## config.mk

```make
export PLATFORM = sky130hd
export DESIGN_NAME = pad_cipher
export DESIGN_NICKNAME = d
export VERILOG_FILES = /design/src/rtl/pad_cipher.sv
export SDC_FILE = /design/constraint.sdc
export NUM_CORES = 1
export LEC_CHECK = 0
export BUFFER_PORTS_ARGS = -buffer_cell sky130_fd_sc_hd__buf_2
export CAP_MARGIN = 20
export CORE_MARGIN = 1.5
export CORE_UTILIZATION = 40
export CTS_BUF_LIST = sky130_fd_sc_hd__clkbuf_8 sky130_fd_sc_hd__clkbuf_16
export CTS_CLUSTER_DIAMETER = 200
export CTS_CLUSTER_SIZE = 30
export DETAILED_ROUTE_END_ITERATION = 8
export GPL_TIMING_DRIVEN = 0
export HOLD_SLACK_MARGIN = 0.15
export PLACE_DENSITY = 0.66
export SYNTH_ARGS = -nofsm -noshare
export SYNTH_HDL_FRONTEND = slang
export SYNTH_SLANG_ARGS = --single-unit
```

## constraint.sdc

```tcl
create_clock -name clk -period 2 [get_ports clk]
set_input_delay 0.1 -clock clk [delete_from_list [all_inputs] [get_ports clk]]
set_output_delay 0.1 -clock clk [all_outputs]
set_load 0.005 [all_outputs]
```

## src/rtl/pad_cipher.sv

```systemverilog
module pad_cipher #(
  parameter int CHAL_BYTES = 3,
  parameter int DIG_BYTES  = 20,
  parameter int LEN_W      = 8,
  parameter int IDX_W      = 8
) (
  input  logic                   clk,
  input  logic                   rst_n,
  input  logic                   start,
  input  logic                   mode,
  input  logic [LEN_W-1:0]       msg_len,
  input  logic [8*CHAL_BYTES-1:0] challenge,
  output logic                   busy,
  input  logic                   in_valid,
  output logic                   in_ready,
  input  logic [7:0]             in_data,
  output logic                   out_valid,
  input  logic                   out_ready,
  output logic [7:0]             out_data,
  output logic                   out_last,
  output logic                   hash_req_valid,
  input  logic                   hash_req_ready,
  output logic [8*CHAL_BYTES-1:0] hash_req_chal,
  output logic [IDX_W-1:0]       hash_req_idx,
  input  logic                   hash_rsp_valid,
  input  logic [8*DIG_BYTES-1:0] hash_rsp_digest
);
  localparam int CHAL_W = 8 * CHAL_BYTES;
  localparam int DIG_W  = 8 * DIG_BYTES;
  localparam int CB_W   = $clog2(CHAL_BYTES + 1);
  localparam int PB_W   = $clog2(DIG_BYTES + 1);

  typedef enum logic [2:0] {S_IDLE, S_CHAL, S_HREQ, S_HWAIT, S_DATA} st_t;

  st_t               st;
  logic              dec_r;
  logic [LEN_W-1:0]  rem;
  logic [CHAL_W-1:0] chal_r;
  logic [CB_W-1:0]   cidx;
  logic [PB_W-1:0]   pidx;
  logic [IDX_W-1:0]  chunk;
  logic [DIG_W-1:0]  pad_r;

  wire in_chal   = (st == S_CHAL);
  wire in_data_p = (st == S_DATA);
  wire chal_last = (cidx == CB_W'(CHAL_BYTES - 1));
  wire chal_fire = in_chal && (dec_r ? in_valid : out_ready);
  wire data_fire = in_data_p && in_valid && out_ready;

  assign busy           = (st != S_IDLE);
  assign in_ready       = (in_chal && dec_r) || (in_data_p && out_ready);
  assign out_valid      = (in_chal && !dec_r) || (in_data_p && in_valid);
  assign out_data       = in_data_p ? (in_data ^ pad_r[DIG_W-1 -: 8])
                                    : chal_r[(CHAL_BYTES - 1 - int'(cidx)) * 8 +: 8];
  assign out_last       = (in_data_p && rem == LEN_W'(1)) ||
                          (in_chal && !dec_r && chal_last && rem == '0);
  assign hash_req_valid = (st == S_HREQ);
  assign hash_req_chal  = chal_r;
  assign hash_req_idx   = chunk;

  always_ff @(posedge clk) begin
    if (!rst_n) begin
      st     <= S_IDLE;
      dec_r  <= 1'b0;
      rem    <= '0;
      chal_r <= '0;
      cidx   <= '0;
      pidx   <= '0;
      chunk  <= '0;
      pad_r  <= '0;
    end else begin
      case (st)
        S_IDLE: if (start) begin
          dec_r  <= mode;
          rem    <= msg_len;
          chal_r <= challenge;
          cidx   <= '0;
          chunk  <= '0;
          st     <= S_CHAL;
        end
        S_CHAL: if (chal_fire) begin
          cidx <= cidx + 1'b1;
          if (dec_r) chal_r <= (chal_r << 8) | CHAL_W'(in_data);
          if (chal_last) st <= (rem == '0) ? S_IDLE : S_HREQ;
        end
        S_HREQ: if (hash_req_ready) st <= S_HWAIT;
        S_HWAIT: if (hash_rsp_valid) begin
          pad_r <= hash_rsp_digest;
          pidx  <= '0;
          st    <= S_DATA;
        end
        S_DATA: if (data_fire) begin
          pad_r <= pad_r << 8;
          pidx  <= pidx + 1'b1;
          rem   <= rem - 1'b1;
          if (rem == LEN_W'(1)) st <= S_IDLE;
          else if (pidx == PB_W'(DIG_BYTES - 1)) begin
            chunk <= chunk + 1'b1;
            st    <= S_HREQ;
          end
        end
        default: st <= S_IDLE;
      endcase
    end
  end

  p_idle_quiet_r1: assert property (@(posedge clk) disable iff (!rst_n)
    !busy |-> (!out_valid && !in_ready && !hash_req_valid));

  p_start_busy_r2: assert property (@(posedge clk) disable iff (!rst_n)
    (start && !busy) |=> busy);

  p_last_done_r10: assert property (@(posedge clk) disable iff (!rst_n)
    (out_valid && out_ready && out_last) |=> !busy);

  p_req_once_r7: assert property (@(posedge clk) disable iff (!rst_n)
    (hash_req_valid && hash_req_ready) |=> !hash_req_valid);

  p_req_stall_r8: assert property (@(posedge clk) disable iff (!rst_n)
    hash_req_valid |-> (!in_ready && !out_valid));

  p_req_hold_r11: assert property (@(posedge clk) disable iff (!rst_n)
    (hash_req_valid && !hash_req_ready) |=>
      (hash_req_valid && $stable(hash_req_chal) && $stable(hash_req_idx)));
endmodule

```

==> results of run 1 <==
-- routing by layer --
metal  part of all wire  track usage  vias to the layer above
met5                  0            0                        -
met4              0.035       0.0922                        0
met3              0.065       0.0384                       94
met2               0.47        0.454                      485
met1               0.43        0.342                     5206
li1                   -            -                     5450
-- flip-flops by register name, summed over array words and instances, names as in the netlist --
signal,cells
cidx,2
pidx,5
dec_r,1
hash_req_chal,24
hash_req_idx,8
pad_r,160
rem,8
st,3
-- where the power goes --
group | switching [mW] | total (mW) | internal [mW] | leakage, nW
Combinational | 2.44 | 4.68 | 2.24 | 4.12
Sequential | 0.604 | 5.65 | 5.04 | 1.72
Clock | 1.46 | 2.49 | 1.04 | 0.152
-- worst paths after layout --
kind | to | start
min | pidx[2]$_SDFFE_PN0P_ | hash_rsp_valid
max | out_data[6] | cidx[0]$_SDFFE_PN0P_
min reg2reg | pad_r[63]$_SDFFE_PN0P_ | pad_r[55]$_SDFFE_PN0P_
max reg2reg | pad_r[36]$_SDFFE_PN0P_ | st[0]$_SDFFE_PN0P_
-- cell usage in the layout (no fill, tap or decap), types with 3 or more instances in the layout --
cell type      synthesis  final
a22oi_1                9      9
ha_1                   7      5
xnor2_1               11     11
buf_6                  0     14
dfxtp_1              211    205
dfxtp_2                0      3
nor2_4                 1      3
clkbuf_2               0     28
a311oi_2               0      3
o41ai_1                3      3
clkbuf_1              67     36
mux2i_1               10     10
nand2_1              373    373
buf_8                  0      8
o31ai_1                4      4
clkbuf_4               0      6
nor2_2                 0      3
nor3_1                 7      6
buf_4                 12     29
o22ai_2                0      7
a31oi_1                4      4
nand2b_1               4      3
o22ai_1               10      3
and2_1                 3      3
a21oi_1               20     17
a21oi_2                0      3
clkbuf_16              0     16
nor3b_1                5      4
and3_1                 3      3
nand3_1               14     14
dfxtp_4                0      3
diode_2                0      6
a311oi_1             176    173
nor2_1               213    208
o22a_1                 3      3
dlygate4sd3_1          0    208
nand4_1                3      3
o21ai_0               16     15
buf_2                 30    266
inv_1                  7      7
-- cell families after synthesis --
group                      count (synthesis)
muxes                                     11
AOI/OAI and AO/OA                        259
xor gates and xnor gates                  11
adders and majority gates                  7
DFF                                      211
and+or+nand+nor                          642
buffers and inverters                    122
-- per-stage QoR --
step / utilization / cells / setup WS [ns] / total power, mW
after floorplan: - / 1263 / 0.153 / 8.10
after global placement: 0.481 / 1833 / -0.354 / 9.30
after detailed placement: 0.481 / 1833 / -0.373 / 9.38
after CTS: 0.594 / 2064 / -0.0300 / 12.4
after global routing: 0.615 / 2089 / -0.149 / 13.5
final: 0.615 / 2089 / -0.0848 / 12.8
-- repair_timing --
item                                    in CTS  in global routing
buffers inserted                            15                 13
pin swaps                                    6                 61
gates resized for setup                     49                116
endpoints found under the setup margin     177                196
hold buffers                               208                  0
cloned                                       0                  6
hold endpoints to repair                   203                  0
-- worst max-delay path, cell delays in order (launching register included) --
cell and delay (ns):
dfxtp_4 0.38, inv_4 0.04, ha_4 0.27, buf_8 0.14, mux2i_1 0.21, nor2_1 0.07, a21oi_1 0.16, o22ai_2 0.11
buf_2 0.14
-- final cells by class --
| type | count | area share |
|---|---|---|
| well taps | 319 | 0.0275 |
| diodes | 6 | 0.00103 |
| plain buffers | 110 | 0.0479 |
| repair buffers | 493 | 0.254 |
| multi-input cells | 930 | 0.354 |
| clock buffers | 11 | 0.0189 |
| inverters | 7 | 0.00198 |
| clock inverters | 2 | 0.00233 |
| flip-flops and latches | 211 | 0.292 |
==> flow_summary.ini, run 1 <==
[outcome]
status = complete, but fails checks
violations = negative setup slack

[routing]
wl_per_cell_um = 16.9
drc = 0
firstDrtPassIters = 6
drt_iter0_drc = 762
drt_wl_total_um = 35300
via_per_inst = 5.38
ant_nets = 0
num_vias = 11200

[sta]
whs_ns = 0.240
fin_crit_ns = 2.08
clock-skew-final_ns = 0.0537
rsz0062_at_grt = true
hold_viol_final = 0
relSlewSlack = 0.522
finalCritPeriodShare = 1.04
setup_viol = 4
maxSlewViolCount = 0
tightestPinTransition_ns = 0.717
fin_tns_setup_ns = -0.129
layout_setup_ws_ns = -0.0848
fmax_ghz = 0.480

[global_route]
grt_pass1_vias = 10900
antenna_found_initial = 6
grt_pass1_wl_um = 55500
overflow = 0
grt_max_degree = 31
track_usage = 0.266

[finish]
multi_input_area_mm2 = 0.00515
final_area_mm2 = 0.0145
synthToLayoutAreaGrowth_pct = 49.7
nets = 1979
seq_area_mm2 = 0.00424
fillerInstances = 2024
final_layout_size_suffix_gt1_frac = 0.235

[synthesis]
synth-simple-area-share = 0.264
syn_avg_cell_area_um2 = 7.68
netlist_instances = 1263
ys_ff_latch = 211
synth_compound_area_frac = 0.214
synth_top_family_by_area = simple AND/OR/NAND/NOR gates
syn_area_mm2 = 0.00971
synthTopCellsByCount = nand2_1 (373), nor2_1 (213), dfxtp_1 (211)
synth_fa_ha_area_frac = 0.00902
synth_enable_flop_cells = 0
synth_most_common_cell = nand2_1
synth_largest_area_cell = dfxtp_1
yosysTopAreaCellShare = 0.435
ys_async_sr_fraction = 0
synth_nets = 1478
synth.mux.area_fraction = 0.0115
synthTopCellsByArea = dfxtp_1 (44%), a311oi_1 (16%), nand2_1 (14%), nor2_1 (8.2%), clkbuf_1 (2.6%)
yosysWarnings = 0
synthFlopType = dfxtp_1
synth-seq-area-share = 0.435
synthXorXnorAreaFrac = 0.00993
synth_cell_types = 49

[worst_setup_path]
worst-path-max-fanout = 8
r2r_slack_ns = 0.03
critical_path_class = reg -> out
required_ns = 1.90
worst_ep_arrival_time_ns = 1.98
setup.worst_path.start_class = flip-flop
reg2reg_depth = 8
endpoint_kind = primary output

[die]
start_util = 0.411
rows = 56
die_w_um = 159
dieHeight_um = 159
core-area_mm2 = 0.0236
num_io_pins = 253
die_area_mm2 = 0.0252

[clocking]
worstSkewPairLatency_ns = 0.48
cts_buffers = 11
cts_tree = yes
htree_levels = 1
clk_pin_slew_ns = 0.13
clock-sinks = 211
cts_root_buffer = clkbuf_16
cts_buffer_depth = 3

[place]
gp_congestion = 0.882
port_buffers = 251
place_area_mm2 = 0.0114
dp_hpwl_um = 23100

[flow_run]
cap_violations = 0

[min_path]
hold_depth = 6
min_path_type = in -> reg

[pwr]
leakage_nw = 5.99
power_density_mw_per_mm2 = 882
vdd_ir_drop_max_mv = 0.628
(Power assumes the default switching activity.)
==> run 2, diff against run 1 <==
--- a/config.mk
+++ b/config.mk
@@ -11,11 +11,11 @@
 export CORE_UTILIZATION = 40
 export CTS_BUF_LIST = sky130_fd_sc_hd__clkbuf_8 sky130_fd_sc_hd__clkbuf_16
 export CTS_CLUSTER_DIAMETER = 200
-export CTS_CLUSTER_SIZE = 30
 export DETAILED_ROUTE_END_ITERATION = 8
 export GPL_TIMING_DRIVEN = 0
 export HOLD_SLACK_MARGIN = 0.15
 export PLACE_DENSITY = 0.66
+export REMOVE_ABC_BUFFERS = 1
 export SYNTH_ARGS = -nofsm -noshare
 export SYNTH_HDL_FRONTEND = slang
 export SYNTH_SLANG_ARGS = --single-unit
==> flow_summary.ini, run 2 (synthesized netlist as in run 1, its figures left out) <==
[pwr]
leakage_nw = 6.46
p_total_mw = 15.5
power_density_mw_per_mm2 = 968
vdd_ir_drop_max_mv = 0.742

[clocking]
worstSkewPairLatency_ns = 0.50
cts_root_buffer = clkbuf_16
clk_pin_slew_ns = 0.06
cts_tree = yes
clock-sinks = 211
cts_buffer_depth = 3
htree_levels = 1
cts_buffers = 23

[place]
dp_hpwl_um = 17800
gp_congestion = 0.865
port_buffers = 252
post-place-ws_ns = -1.47

[die]
core-area_mm2 = 0.0236
die_area_mm2 = 0.0252
num_io_pins = 253
rows = 56
start_util = 0.411
die_w_um = 159
dieHeight_um = 159

[routing]
via_per_inst = 5.52
drc = 0
drt_iter0_drc = 1222
num_vias = 11400
wl_per_cell_um = 17.8
drt_wl_total_um = 36900
ant_nets = 0
firstDrtPassIters = 7

[finish]
final_util = 0.676
final_common_cell = nand2_1
diodes = 0
largest_reg_flops = 160
synthToLayoutAreaGrowth_pct = 64.5
top_register = pad_r
nets = 1951
layout_common_cells = nand2_1 (373), buf_2 (253), dlygate4sd3_1 (207)
final_layout_size_suffix_gt1_frac = 0.293

[worst_setup_path]
worst-path-max-fanout = 6
required_ns = 1.90
critical_path_class = reg -> out
setup.worst_path.start_class = flip-flop
worst_ep_arrival_time_ns = 2.16
endpoint_kind = primary output

[global_route]
grt_pass1_wl_um = 55800
antenna_found_initial = 0
grt_pass1_vias = 11100
track_usage = 0.263
grt_max_degree = 138
overflow = 0

[sta]
tightestPinTransition_ns = 0.742
relSlewSlack = 0.505
fmax_ghz = 0.442
finalCritPeriodShare = 1.13
fin_crit_ns = 2.26
whs_ns = 0.286
maxSlewViolCount = 0
setup_viol = 50
layout_setup_ws_ns = -0.261
rsz0062_at_grt = true
fin_tns_setup_ns = -4.84
hold_viol_final = 0
clock-skew-final_ns = 0.00885

[outcome]
status = complete, but fails checks
violations = negative setup slack

[min_path]
min_path_type = in -> reg

[flow_run]
cap_violations = 0
-- run 2: power by group --
part | internal (mW) | switching, mW | total, mW
Combinational | 2.89 | 2.90 | 5.79
Sequential | 5.05 | 0.656 | 5.71
Clock | 2.27 | 1.69 | 3.96
-- run 2: path summary, 6_finish.rpt --
check                          startpoint                            to  slack (ns)  cells past startpoint
min                        hash_rsp_valid            st[2]$_SDFFE_PN0P_        0.29                      4
max                  cidx[0]$_SDFFE_PN0P_                   out_data[3]       -0.26                      8
min reg2reg  hash_req_idx[7]$_SDFFE_PN0P_  hash_req_idx[7]$_SDFFE_PN0P_        0.46                      1
max reg2reg            st[2]$_SDFFE_PN0P_        pad_r[45]$_SDFFE_PN0P_       -0.20                     11
-- run 2: layout make-up --
type / instances / area (um^2)
multi-input cells: 933 / 5730
clock buffers: 25 / 603
clock inverters: 12 / 77.6
repair buffers: 560 / 4880
flip-flops and latches: 211 / 4240
fillers: 1780 / 7640
inverters: 7 / 37.5
well taps: 319 / 399
-- run 2: through the flow --
stage          cell area, um^2  cells
6_report                 16000   2067
5_1_grt                  16000   2067
4_1_cts                  15200   2046
3_5_place_dp             11400   1744
3_3_place_gp             10900   1719
2_1_floorplan             9190   1148
-- run 2: worst max-delay path, stage by stage, from the launching register on --
cell and delay [ns]:
dfxtp_4 0.36, clkinvlp_4 0.11, ha_4 0.31, buf_12 0.13, mux2i_1 0.28, nor2_1 0.08, a21oi_1 0.13, o22ai_1 0.11
buf_2 0.15
-- run 2: repair_timing --
item / 4_1_cts / 5_1_grt
hold buffers: 207 / 0
resized for setup: 73 / 128
endpoints found under the setup margin: 215 / 159
gates cloned: 16 / 6
buffers inserted: 43 / 22
endpoints found under the hold margin: 210 / 0
pin swaps: 20 / 49
-- run 2: routing by layer --
layer  GRT usage  vias up  share of wire
met5           0        -              0
met4      0.0909        0          0.030
met3      0.0455       86          0.065
met2       0.459      504           0.50
met1       0.325     5407           0.41
li1            -     5415              -
==> run 3, diff against run 2 <==
--- a/config.mk
+++ b/config.mk
@@ -5,16 +5,16 @@
 export SDC_FILE = /design/constraint.sdc
 export NUM_CORES = 1
 export LEC_CHECK = 0
-export BUFFER_PORTS_ARGS = -buffer_cell sky130_fd_sc_hd__buf_2
 export CAP_MARGIN = 20
 export CORE_MARGIN = 1.5
 export CORE_UTILIZATION = 40
 export CTS_BUF_LIST = sky130_fd_sc_hd__clkbuf_8 sky130_fd_sc_hd__clkbuf_16
 export CTS_CLUSTER_DIAMETER = 200
 export DETAILED_ROUTE_END_ITERATION = 8
+export DONT_BUFFER_PORTS = 1
 export GPL_TIMING_DRIVEN = 0
 export HOLD_SLACK_MARGIN = 0.15
-export PLACE_DENSITY = 0.66
+export PLACE_DENSITY = 0.57
 export REMOVE_ABC_BUFFERS = 1
 export SYNTH_ARGS = -nofsm -noshare
 export SYNTH_HDL_FRONTEND = slang
==> flow_summary.ini, run 3 (synthesized netlist as in run 1, its figures left out) <==
[sta]
relSlewSlack = 0.519
hold_viol_final = 0
setup_viol = 42
maxSlewViolCount = 0
layout_setup_ws_ns = -0.190
clock-skew-final_ns = 0.00952
fin_crit_ns = 2.19
tightestPinTransition_ns = 0.715
fin_tns_setup_ns = -1.69
finalCritPeriodShare = 1.10
rsz0062_at_grt = true
fmax_ghz = 0.457

[pwr]
power_density_mw_per_mm2 = 1030
pwr-share-clk = 0.277
internal_power_mw = 10.4
switchingPower_mw = 5.27
vdd_ir_drop_max_mv = 0.712
sw_frac_of_total = 0.336
seqPwrFrac = 0.368
leakage_nw = 5.70
combPwrFrac = 0.355

[finish]
final_common_cell = nand2_1
fillerInstances = 1861
layout_common_cells = nand2_1 (373), dlygate4sd3_1 (209), dfxtp_1 (207)
synthToLayoutAreaGrowth_pct = 56.5
final_util = 0.643
final_layout_size_suffix_gt1_frac = 0.185
top_register = pad_r
final_area_mm2 = 0.0152
largest_reg_flops = 160
nets = 1721

[routing]
ant_nets = 0
num_vias = 10600
drc = 0
via_per_inst = 5.77
firstDrtPassIters = 6
wl_per_cell_um = 19.6
drt_iter0_drc = 704
drt_wl_total_um = 36100

[die]
rows = 56
start_util = 0.411
num_io_pins = 253
core-area_mm2 = 0.0236
die_w_um = 159
dieHeight_um = 159
die_area_mm2 = 0.0252

[place]
port_buffers = 0
place_area_mm2 = 0.0101
gp_congestion = 0.848
dp_hpwl_um = 17100

[clocking]
clk_pin_slew_ns = 0.07
cts_buffers = 24
htree_levels = 1
cts_buffer_depth = 3
cts_tree = yes
cts_root_buffer = clkbuf_16
clock-sinks = 211
worstSkewPairLatency_ns = 0.52

[outcome]
status = complete, but fails checks
violations = negative setup slack

[min_path]
hold_start = hash_rsp_valid
min_path_type = in -> reg

[global_route]
grt_pass1_vias = 10400
grt_pass1_wl_um = 53800
grt_max_degree = 124
track_usage = 0.254
overflow = 0
antenna_found_initial = 3

[worst_setup_path]
worst_ep_arrival_time_ns = 2.59
r2r_start = st[2]$_SDFFE_PN0P_
crit_start = st[2]$_SDFFE_PN0P_
required_ns = 2.40
critical_path_class = reg -> reg
endpoint_kind = flip-flop
worst-path-max-fanout = 10
setup.worst_path.start_class = flip-flop

[flow_run]
cap_violations = 0
run 3: cell types whose count changed in the layout (fill, tap and decap cells not counted), sizes merged:
cell	delta
diode	+3
clkinv	-1
bufinv	+1
bufbuf	+4
dlymetal6s4s	+1
dlygate4sd3	+2
buf	-245
inv	+3
clkbuf	+9
run 3: critical path, cell delays in order, from the launching register on:
cell       delay (ns)
dfxtp_4          0.36
nor3b_4          0.16
clkbuf_16        0.16
a22o_4           0.27
nor2_4           0.10
buf_6            0.12
buf_12           0.10
buf_16           0.13
bufbuf_16        0.28
nor2_1           0.05
a311oi_1         0.32
run 3: area by class of cell:
type                            instances  area, um^2  area share
Multi-Input combinational cell        933        5660       0.373
Sequential cell                       211        4240       0.279
Timing Repair Buffer                  329        4080       0.269
Clock buffer                           27         642      0.0423
Tap cell                              319         399      0.0263
Clock inverter                         15         125     0.00824
Inverter                                7        37.5     0.00247
Antenna cell                            3        7.51    0.000494
run 3: what timing repair did:
item	CTS	global route
hold buffers	211	0
gates cloned	18	15
gates resized for setup	69	132
buffers inserted	42	23
pin swaps	15	96
endpoints found under the hold margin	211	0
endpoints found under the setup margin	213	182
run 3: power groups by stage:
stage / clock [mW] / sequential, mW / combinational, mW
global route: 4.58 / 5.85 / 5.97
CTS: 4.43 / 5.66 / 4.60
detailed placement: 0 / 5.77 / 3.14
global placement: 0 / 5.75 / 3.02
finish: 4.34 / 5.77 / 5.56
floorplan: 0 / 5.59 / 2.44
run 3: stage by stage:
step | hold WS, ns | total power [mW] | cells | worst slack, ns
6_report | 0.215 | 15.7 | 1844 | -0.190
5_1_grt | 0.247 | 16.4 | 1844 | -0.236
4_1_cts | 0.158 | 14.7 | 1804 | -0.0391
3_5_place_dp | 0.222 | 8.92 | 1491 | -1.50
3_3_place_gp | 0.218 | 8.77 | 1467 | -13.47
2_1_floorplan | 0.209 | 8.03 | 1148 | -7.95
run 3: path summary, 6_finish.rpt:
path / end / slack [ns] / depth (start not counted)
max reg2reg: pad_r[19]$_SDFFE_PN0P_ / -0.19 / 10
max: pad_r[19]$_SDFFE_PN0P_ / -0.19 / 10
min reg2reg: pad_r[110]$_SDFFE_PN0P_ / 0.47 / 2
min: st[1]$_SDFFE_PN0P_ / 0.22 / 5
run 3: layer usage:
metal,global-route usage,vias to the layer above,routed length [um]
li1,-,4960,-
met1,0.321,5122,15000
met2,0.441,461,17700
met3,0.0504,88,2420
met4,0.0623,0,985
met5,0,-,0
